File: config.mk
export PLATFORM = sky130hd
export DESIGN_NAME = e3_rx_los_detect
export DESIGN_NICKNAME = d
export VERILOG_FILES = /design/src/rtl/e3los_pkg.sv /design/src/rtl/zero_run_counter.sv /design/src/rtl/los_source_select.sv /design/src/rtl/los_event_gen.sv /design/src/rtl/e3_rx_los_detect.sv
export SDC_FILE = /design/constraint.sdc
export NUM_CORES = 1
export LEC_CHECK = 0
export CELL_PAD_IN_SITES_DETAIL_PLACEMENT = 1
export CELL_PAD_IN_SITES_GLOBAL_PLACEMENT = 1
export CORE_AREA = 5 5 42 44
export CTS_CLUSTER_DIAMETER = 150
export CTS_CLUSTER_SIZE = 40
export DETAILED_ROUTE_END_ITERATION = 16
export DIE_AREA = 0 0 47 49
export PLACE_DENSITY = 0.66
export SYNTH_ARGS = -nofsm -noshare
export SYNTH_HDL_FRONTEND = slang
export SYNTH_SLANG_ARGS = --single-unit
export TNS_END_PERCENT = 10
File: constraint.sdc
create_clock -name clk -period 1.95 [get_ports clk]
set_input_delay 0.39 -clock clk [delete_from_list [all_inputs] [get_ports clk]]
set_output_delay 0.39 -clock clk [all_outputs]
set_load 0.1 [all_outputs]
File: src/rtl/e3los_pkg.sv
package e3los_pkg;
  // Consecutive all-zero bit periods that declare internal loss of signal
  localparam int unsigned DEF_RUN_LEN = 32;

  function automatic int unsigned run_cnt_width(input int unsigned run_len);
    return $clog2(run_len + 1);
  endfunction
endpackage

File: src/rtl/zero_run_counter.sv
module zero_run_counter #(
  parameter int unsigned RUN_LEN = e3los_pkg::DEF_RUN_LEN,
  parameter int unsigned CNT_W   = e3los_pkg::run_cnt_width(RUN_LEN)
) (
  input  logic clk,
  input  logic clr,
  input  logic rx_pos,
  input  logic rx_neg,
  output logic run_hit   // this sample completes (or extends) a full run
);
  localparam logic [CNT_W-1:0] LIMIT      = CNT_W'(RUN_LEN);
  localparam logic [CNT_W-1:0] LIMIT_LESS = CNT_W'(RUN_LEN - 1);

  logic             both_low;
  logic [CNT_W-1:0] cnt_q;
  logic [CNT_W-1:0] cnt_d;

  assign both_low = ~rx_pos & ~rx_neg;

  always_comb begin
    if (!both_low)          cnt_d = '0;
    else if (cnt_q == LIMIT) cnt_d = LIMIT;
    else                    cnt_d = cnt_q + 1'b1;
  end

  assign run_hit = both_low && (cnt_q >= LIMIT_LESS);

  always_ff @(posedge clk) begin
    if (clr) cnt_q <= '0;
    else     cnt_q <= cnt_d;
  end

  // Count never passes the saturation point
  p_cnt_saturates_r1: assert property (@(posedge clk) disable iff (clr)
    cnt_q <= LIMIT);

  // A one on either rail empties the counter
  p_one_clears_r3: assert property (@(posedge clk) disable iff (clr)
    (rx_pos || rx_neg) |=> (cnt_q == '0));
endmodule

File: src/rtl/los_source_select.sv
module los_source_select (
  input  logic clk,
  input  logic clr,
  input  logic run_hit,
  input  logic ext_los,
  input  logic zero_los_en,
  output logic los_next,
  output logic los_q
);
  assign los_next = ext_los | (zero_los_en & run_hit);

  always_ff @(posedge clk) begin
    if (clr) los_q <= 1'b0;
    else     los_q <= los_next;
  end

  // External pin forces loss on the next edge
  p_ext_forces_r6: assert property (@(posedge clk) disable iff (clr)
    ext_los |=> los_q);

  // With the detector disabled, only the pin matters
  p_rails_ignored_r4: assert property (@(posedge clk) disable iff (clr)
    (!zero_los_en && !ext_los) |=> !los_q);
endmodule

File: src/rtl/los_event_gen.sv
module los_event_gen (
  input  logic clk,
  input  logic clr,
  input  logic los_next,
  input  logic los_q,
  output logic evt_q
);
  always_ff @(posedge clk) begin
    if (clr) evt_q <= 1'b0;
    else     evt_q <= los_next ^ los_q;
  end
endmodule

File: src/rtl/e3_rx_los_detect.sv
module e3_rx_los_detect #(
  parameter int unsigned RUN_LEN = e3los_pkg::DEF_RUN_LEN
) (
  input  logic clk,
  input  logic rst,
  input  logic soft_rst,
  input  logic rx_pos,
  input  logic rx_neg,
  input  logic ext_los,
  input  logic zero_los_en,
  output logic los_status,
  output logic los_event
);
  localparam int unsigned CNT_W = e3los_pkg::run_cnt_width(RUN_LEN);

  logic clr;
  logic run_hit;
  logic los_next;

  assign clr = rst | soft_rst;

  zero_run_counter #(.RUN_LEN(RUN_LEN), .CNT_W(CNT_W)) u_run (
    .clk(clk), .clr(clr), .rx_pos(rx_pos), .rx_neg(rx_neg), .run_hit(run_hit)
  );

  los_source_select u_sel (
    .clk(clk), .clr(clr), .run_hit(run_hit), .ext_los(ext_los),
    .zero_los_en(zero_los_en), .los_next(los_next), .los_q(los_status)
  );

  los_event_gen u_evt (
    .clk(clk), .clr(clr), .los_next(los_next), .los_q(los_status),
    .evt_q(los_event)
  );

  // Event pulses exactly when the status output changes
  p_event_on_change_r7: assert property (@(posedge clk) disable iff (rst)
    !$past(soft_rst) && !$past(rst) |-> (los_event == (los_status != $past(los_status))));

  // Soft reset returns outputs to defaults
  p_soft_clear_r8: assert property (@(posedge clk) disable iff (rst)
    soft_rst |=> (!los_status && !los_event));
endmodule

==> results of run 1 <==
==> state kept, by name, indices dropped and copies added (netlist names) <==
signal	cells
u_evt.evt_q	1
u_run.cnt_q	6
u_sel.los_q	1
==> power by group through the flow <==
stage	logic (mW)	clock network, mW	registers, mW
after floorplan	0.00814	0	0.184
after global placement	0.0404	0	0.171
after detailed placement	0.0405	0	0.171
after CTS	0.0409	0.136	0.168
after global routing	0.0432	0.145	0.168
final	0.0405	0.128	0.168
==> cell type report <==
| cell class | instances | area, um2 |
|---|---|---|
| Fill cell | 177 | 913 |
| Multi-Input combinational cell | 27 | 199 |
| Sequential cell | 8 | 160 |
| Timing Repair Buffer | 8 | 75.1 |
| Clock buffer | 3 | 22.5 |
| Tap cell | 16 | 20.0 |
| Inverter | 3 | 11.3 |
==> worst max-delay path, delay by kind of cell <==
kind	cells	cell delay [ns]
AOI/OAI and AO/OA	1	0.21
and+or+nand+nor	2	0.58
buffers and inverters	1	0.46
==> cells by family after synthesis <==
family	Yosys count	share of synthesized area [%]
and+or+nand+nor	17	25.3
DFF	8	43.2
AOI/OAI and AO/OA	4	11.8
xor gates and xnor gates	3	7.10
buffers and inverters	3	3.04
adders and majority gates	2	6.76
muxes	1	2.70
==> worst min-delay path by stage <==
stage	slack, ns	to	cells after the start
floorplan	0.44	u_run.cnt_q[0]$_SDFF_PP0_	1
global placement	0.47	u_evt.evt_q$_SDFF_PP0_	2
detailed placement	0.48	u_run.cnt_q[0]$_SDFF_PP0_	1
CTS	0.49	u_evt.evt_q$_SDFF_PP0_	2
global route	0.50	u_evt.evt_q$_SDFF_PP0_	2
finish	0.49	u_evt.evt_q$_SDFF_PP0_	2
==> per-layer routing <==
metal / vias up / share of wire [%] / track usage, %
met2: 10 / 51 / 13.3
met3: 4 / 9.0 / 8.12
li1: 154 / - / -
met1: 142 / 36 / 8.59
met5: - / 0 / 0
met4: 0 / 3.1 / 5.53
==> placed cells by master (no fill, tap or decap), drive strengths merged <==
cell           count
o41ai              1
ha                 2
and4bb             1
xor2               1
a311oi             1
inv                3
and3               1
nor4               1
nor3               1
xnor2              2
a21boi             1
mux2i              1
clkdlybuf4s50      6
dfxtp              8
o21ai              1
nor3b              1
clkbuf             3
nand2              3
nand3              1
nor2               6
buf                2
or3                2
==> metrics by stage <==
stage,cell area [um2],instances,total power [mW],utilization (%)
floorplan,370,38,0.192,-
global placement,465,62,0.212,33.2
detailed placement,465,62,0.212,33.2
CTS,488,65,0.345,34.8
global route,488,65,0.356,34.8
finish,488,65,0.336,34.8
==> metrics.md, run 1 <==
| Metric | Value |
|---|---|
| CP Cell Sequence | `clkdlybuf4s50_1 > nor4_1 > o41ai_2 > nor2_1` |
| R2r setup slk | `0.56 ns` |
| Clock sinks | `8` |
| Worst slew pin tran | `0.472 ns` |
| Num ports | `9` |
| RSZ-0062 raised after global routing | `no` |
| CTS tree | `done` |
| Avg Vias per Cell | `4.77` |
| Syn nets | `47` |
| Cell taking the most area after synthesis | `dfxtp_1` |
| CTS root buf | `clkbuf_4` |
| Pre-CTS setup slack | `0.229 ns` |
| Starting Density | `26.4%` |
| Vias in the first global route | `367` |
| Resized cells post-CTS | `0` |
| Die area | `2300 um2` |
| PD cells | `688 nW/um2` |
| Std cell rows | `14` |
| H-tree level count | `1` |
| Latest clock arrival within the worst-skew pair | `0.26 ns` |
| Initial drt markers | `2` |
| Global-route wire length before repair | `1460 um` |
| Setup TNS | `0 ns` |
| Core area | `1400 um2` |
| Count leader, synth | `dfxtp_1` |
| Netlist Area Pre-Place | `370 um2` |
| Area contributors post-synth | `dfxtp_1 43%, ha_1 6.8%, nor2_1 6.1%` |
| EDFF count, synth | `0` |
| Crit path capture | `u_run.cnt_q[1]$_SDFF_PP0_` |
| Power share of the sequential group | `50.0%` |
| Comb power frac | `12.1%` |
| Clock Skew | `0.0141 ns` |
| Hold Startpoint | `u_sel.los_q$_SDFF_PP0_` |
| CTS Buf Count | `3` |
| Area delta synth->final | `31.8%` |
| Final Wtd Congestion | `0.683` |
| Final Critical Period | `1.46 ns` |
| Sequential area share after synthesis | `43.2%` |
| First-pass DRT Iterations | `2` |
| Element type at the critical path end | `register` |
| Critical-path maximum fanout | `5` |
| Internal | `255 uW` |
| Post-CTS Setup Inserts | `0` |
| Critical path class | `input pin to register` |
| Synth Register Bits | `8` |
| FMAX | `0.685 GHz` |
| DR DRC count | `0` |
| Die X | `47 um` |
| Cts hold-fix bufs | `0` |
| Die Y | `49 um` |
| Cell variety after synth | `19` |
| Clk pwr share | `38.0%` |
| Ant. Diodes | `0` |
| Hold Path Class | `register to register` |
| CP max stage delay | `0.46 ns` |
| Max-Cap Viols | `0` |
| Vias | `310` |
| Relative slew slack | `68.2%` |
| Post-DRT Antenna Nets | `0` |
| Top_reg_cell synth | `dfxtp_1` |
| Reg2Reg Depth | `4` |
| Final #Nets | `60` |
| R2r startpoint | `u_run.cnt_q[0]$_SDFF_PP0_` |
| DPL Wire Length | `678 um` |
| Cell count after synthesis | `38` |
| Worst endpoint data arrival time | `1.64 ns` |
| Routed WL | `865 um` |
| GRT Util Overall | `9.30%` |
| Avg Inst Size Synth | `9.75 um2` |
| Share of layout cells above drive strength 1 | `16.3%` |
| Commonest cells post-synth | `8 x dfxtp_1, 6 x nor2_1, 3 x inv_1, 3 x nand2_1` |
| Port Buf Inserts | `8` |
| Worst path slowest cell | `clkdlybuf4s50_1` |
| CP startpoint | `soft_rst` |
| Endpoints failing setup | `0` |
| Switch share | `24.2%` |
| Gr ovfl total | `0` |
| Pin count of the biggest net entering global routing | `6` |
| Fraction of registers with async set/reset | `0%` |
| Post-route setup slack | `0.491 ns` |
| Routed wire length per instance | `13.3 um` |
| Yosys top cell area share | `43.2%` |
| Tcrit/Tclk final | `74.8%` |
| Net Switching | `81.3 uW` |
| CP Launch Type | `input pin` |
| Pleak | `0.175 nW` |
| Critical Path RT | `2.13 ns` |
| Clock Path Buffers | `2` |
| Outcome | `completed` |
| Max IR drop VDD | `0.000389 V` |
| Reg-to-Reg End | `u_evt.evt_q$_SDFF_PP0_` |
| Final Hold Viols | `0` |
| Initial antenna violation count | `0` |
| Final Hold Slack | `0.490 ns` |
| Clock transition at path regs | `0.06 ns` |
| Slew Viols, Final | `0` |
| Yosys warning count | `0` |
Power figures use the tool's default switching activity.
==> run 2, diff against run 1 <==
- clock period: 1.95 -> 1.5 ns (I/O delays scaled with it)
==> metrics.md, run 2 (synthesis results as in run 1) <==
| Metric | Value |
|---|---|
| CP Launch Type | `register` |
| Endpoints failing setup | `0` |
| GRT Util Overall | `9.05%` |
| Commonest non-fill, non-tap cell in the layout | `dfxtp_1` |
| DP Area | `513 um2` |
| Comb power frac | `14.6%` |
| Starting Density | `26.4%` |
| Share of layout cells above drive strength 1 | `21.2%` |
| Relative slew slack | `64.3%` |
| Fillcell total | `176` |
| Hold Startpoint | `u_run.cnt_q[0]$_SDFF_PP0_` |
| Resized cells post-CTS | `0` |
| Gr ovfl total | `0` |
| Max reg flops | `6` |
| Routed WL | `853 um` |
| Final Wtd Congestion | `0.703` |
| Clock Path Buffers | `2` |
| Net Switching | `100 uW` |
| Largest Register | `u_run.cnt_q` |
| Hold Path Class | `register to register` |
| Latest clock arrival within the worst-skew pair | `0.25 ns` |
| Grt met2 use | `15.4%` |
| Max-Cap Viols | `0` |
| Initial antenna violation count | `0` |
| Pin count of the biggest net entering global routing | `6` |
| Clk pwr share | `35.6%` |
| Internal | `340 uW` |
| Clock Skew | `0.00214 ns` |
| Clock transition at path regs | `0.05 ns` |
| PD cells | `823 nW/um2` |
| Num ports | `9` |
| Final Cell Area | `536 um2` |
| Area delta synth->final | `44.6%` |
| Die X | `47 um` |
| Initial drt markers | `3` |
| Core area | `1400 um2` |
| DR DRC count | `0` |
| Critical-path maximum fanout | `4` |
| CTS root buf | `clkbuf_4` |
| Critical path class | `register to register` |
| Worst endpoint data arrival time | `1.53 ns` |
| Final #Nets | `63` |
| Tcrit/Tclk final | `90.3%` |
| Vias in the first global route | `338` |
| Die Y | `49 um` |
| Outcome | `completed` |
| DPL Wire Length | `739 um` |
| Slew Viols, Final | `0` |
| Port Buf Inserts | `8` |
| Max IR drop VDD | `0.000389 V` |
| H-tree level count | `1` |
| Element type at the critical path end | `register` |
| Post-CTS Setup Inserts | `0` |
| Met1 Use GR | `8.00%` |
| Switch share | `22.8%` |
| Worst slew pin tran | `0.529 ns` |
| CTS Buf Count | `3` |
| Final Hold Viols | `0` |
| RSZ-0062 raised after global routing | `no` |
| Routed wire length per instance | `12.5 um` |
| Power share of the sequential group | `49.8%` |
| Cts hold-fix bufs | `0` |
| GR Layer Usage met3 | `5.54%` |
| Pleak | `0.196 nW` |
| Die area | `2300 um2` |
| Clock sinks | `8` |
| Critical Path RT | `1.68 ns` |
| Avg Vias per Cell | `4.72` |
| Vias | `321` |
| Setup TNS | `0 ns` |
| R2r startpoint | `u_run.cnt_q[0]$_SDFF_PP0_` |
| FMAX | `0.738 GHz` |
| GRT busiest layer | `met2` |
| Worst hold stages | `1` |
| Commonest cells after routing, fill and taps aside | `8 x dfxtp_1, 6 x nor2_1, 6 x clkdlybuf4s50_1` |
| Ant. Diodes | `0` |
| Global-route wire length before repair | `1410 um` |
| Final Critical Period | `1.35 ns` |
| CP startpoint | `u_run.cnt_q[0]$_SDFF_PP0_` |
| Post-DRT Antenna Nets | `0` |
| First-pass DRT Iterations | `2` |
| Std cell rows | `14` |
| Final Hold Slack | `0.472 ns` |
| Reg2Reg Depth | `4` |
| CTS tree | `done` |
| Regs by FF count | `u_run.cnt_q (6), u_evt.evt_q (1), u_sel.los_q (1)` |
| Pwr Total | `441 uW` |
## run 2: changes by cell type in the layout (fill, tap and decap cells not counted), sizes merged
| cell | change |
|---|---|
| buf | +3 |
## run 2: final cells by class
class / instances / area, um2 / share of cell area, %
well taps: 16 / 20.0 / 3.74
multi-input cells: 27 / 199 / 37.1
repair buffers: 11 / 123 / 22.9
inverters: 3 / 11.3 / 2.10
flip-flops and latches: 8 / 160 / 29.9
clock buffers: 3 / 22.5 / 4.21
## run 2: critical path, stage by stage (launching register included)
cell and delay [ns]:
dfxtp_1 0.34, ha_1 0.23, and3_1 0.22, a311oi_2 0.30, mux2i_1 0.20
## run 2: final timing paths
path                                to  slack (ns)
max             u_evt.evt_q$_SDFF_PP0_        0.15
min          u_run.cnt_q[0]$_SDFF_PP0_        0.47
max reg2reg     u_evt.evt_q$_SDFF_PP0_        0.15
min reg2reg  u_run.cnt_q[0]$_SDFF_PP0_        0.47
## run 2: per-layer routing
metal | up-vias | routed length, um
li1 | 162 | -
met2 | 6 | 495
met3 | 0 | 50
met5 | - | 0
met1 | 153 | 307
met4 | 0 | 0
## run 2: stage by stage
step                worst slack [ns]  instances  utilization [%]
floorplan                      0.168         38                -
global route                  0.0636         68             38.2
global placement             -0.0819         65             36.6
CTS                            0.135         68             38.2
finish                         0.145         68             38.2
detailed placement            -0.141         65             36.6
## run 2: power groups by stage
| stage | Combinational, mW | Clock, mW | Sequential, mW |
|---|---|---|---|
| 4_1_cts | 0.0650 | 0.169 | 0.220 |
| 3_5_place_dp | 0.0649 | 0 | 0.224 |
| 6_report | 0.0643 | 0.157 | 0.220 |
| 2_1_floorplan | 0.0106 | 0 | 0.240 |
| 5_1_grt | 0.0680 | 0.186 | 0.220 |
| 3_3_place_gp | 0.0635 | 0 | 0.224 |
==> run 3, diff against run 2 <==
- CTS_CLUSTER_SIZE: 40 -> unset
==> results of run 3 <==
The final DEF is identical to that of run 2; final timing and power are the same.
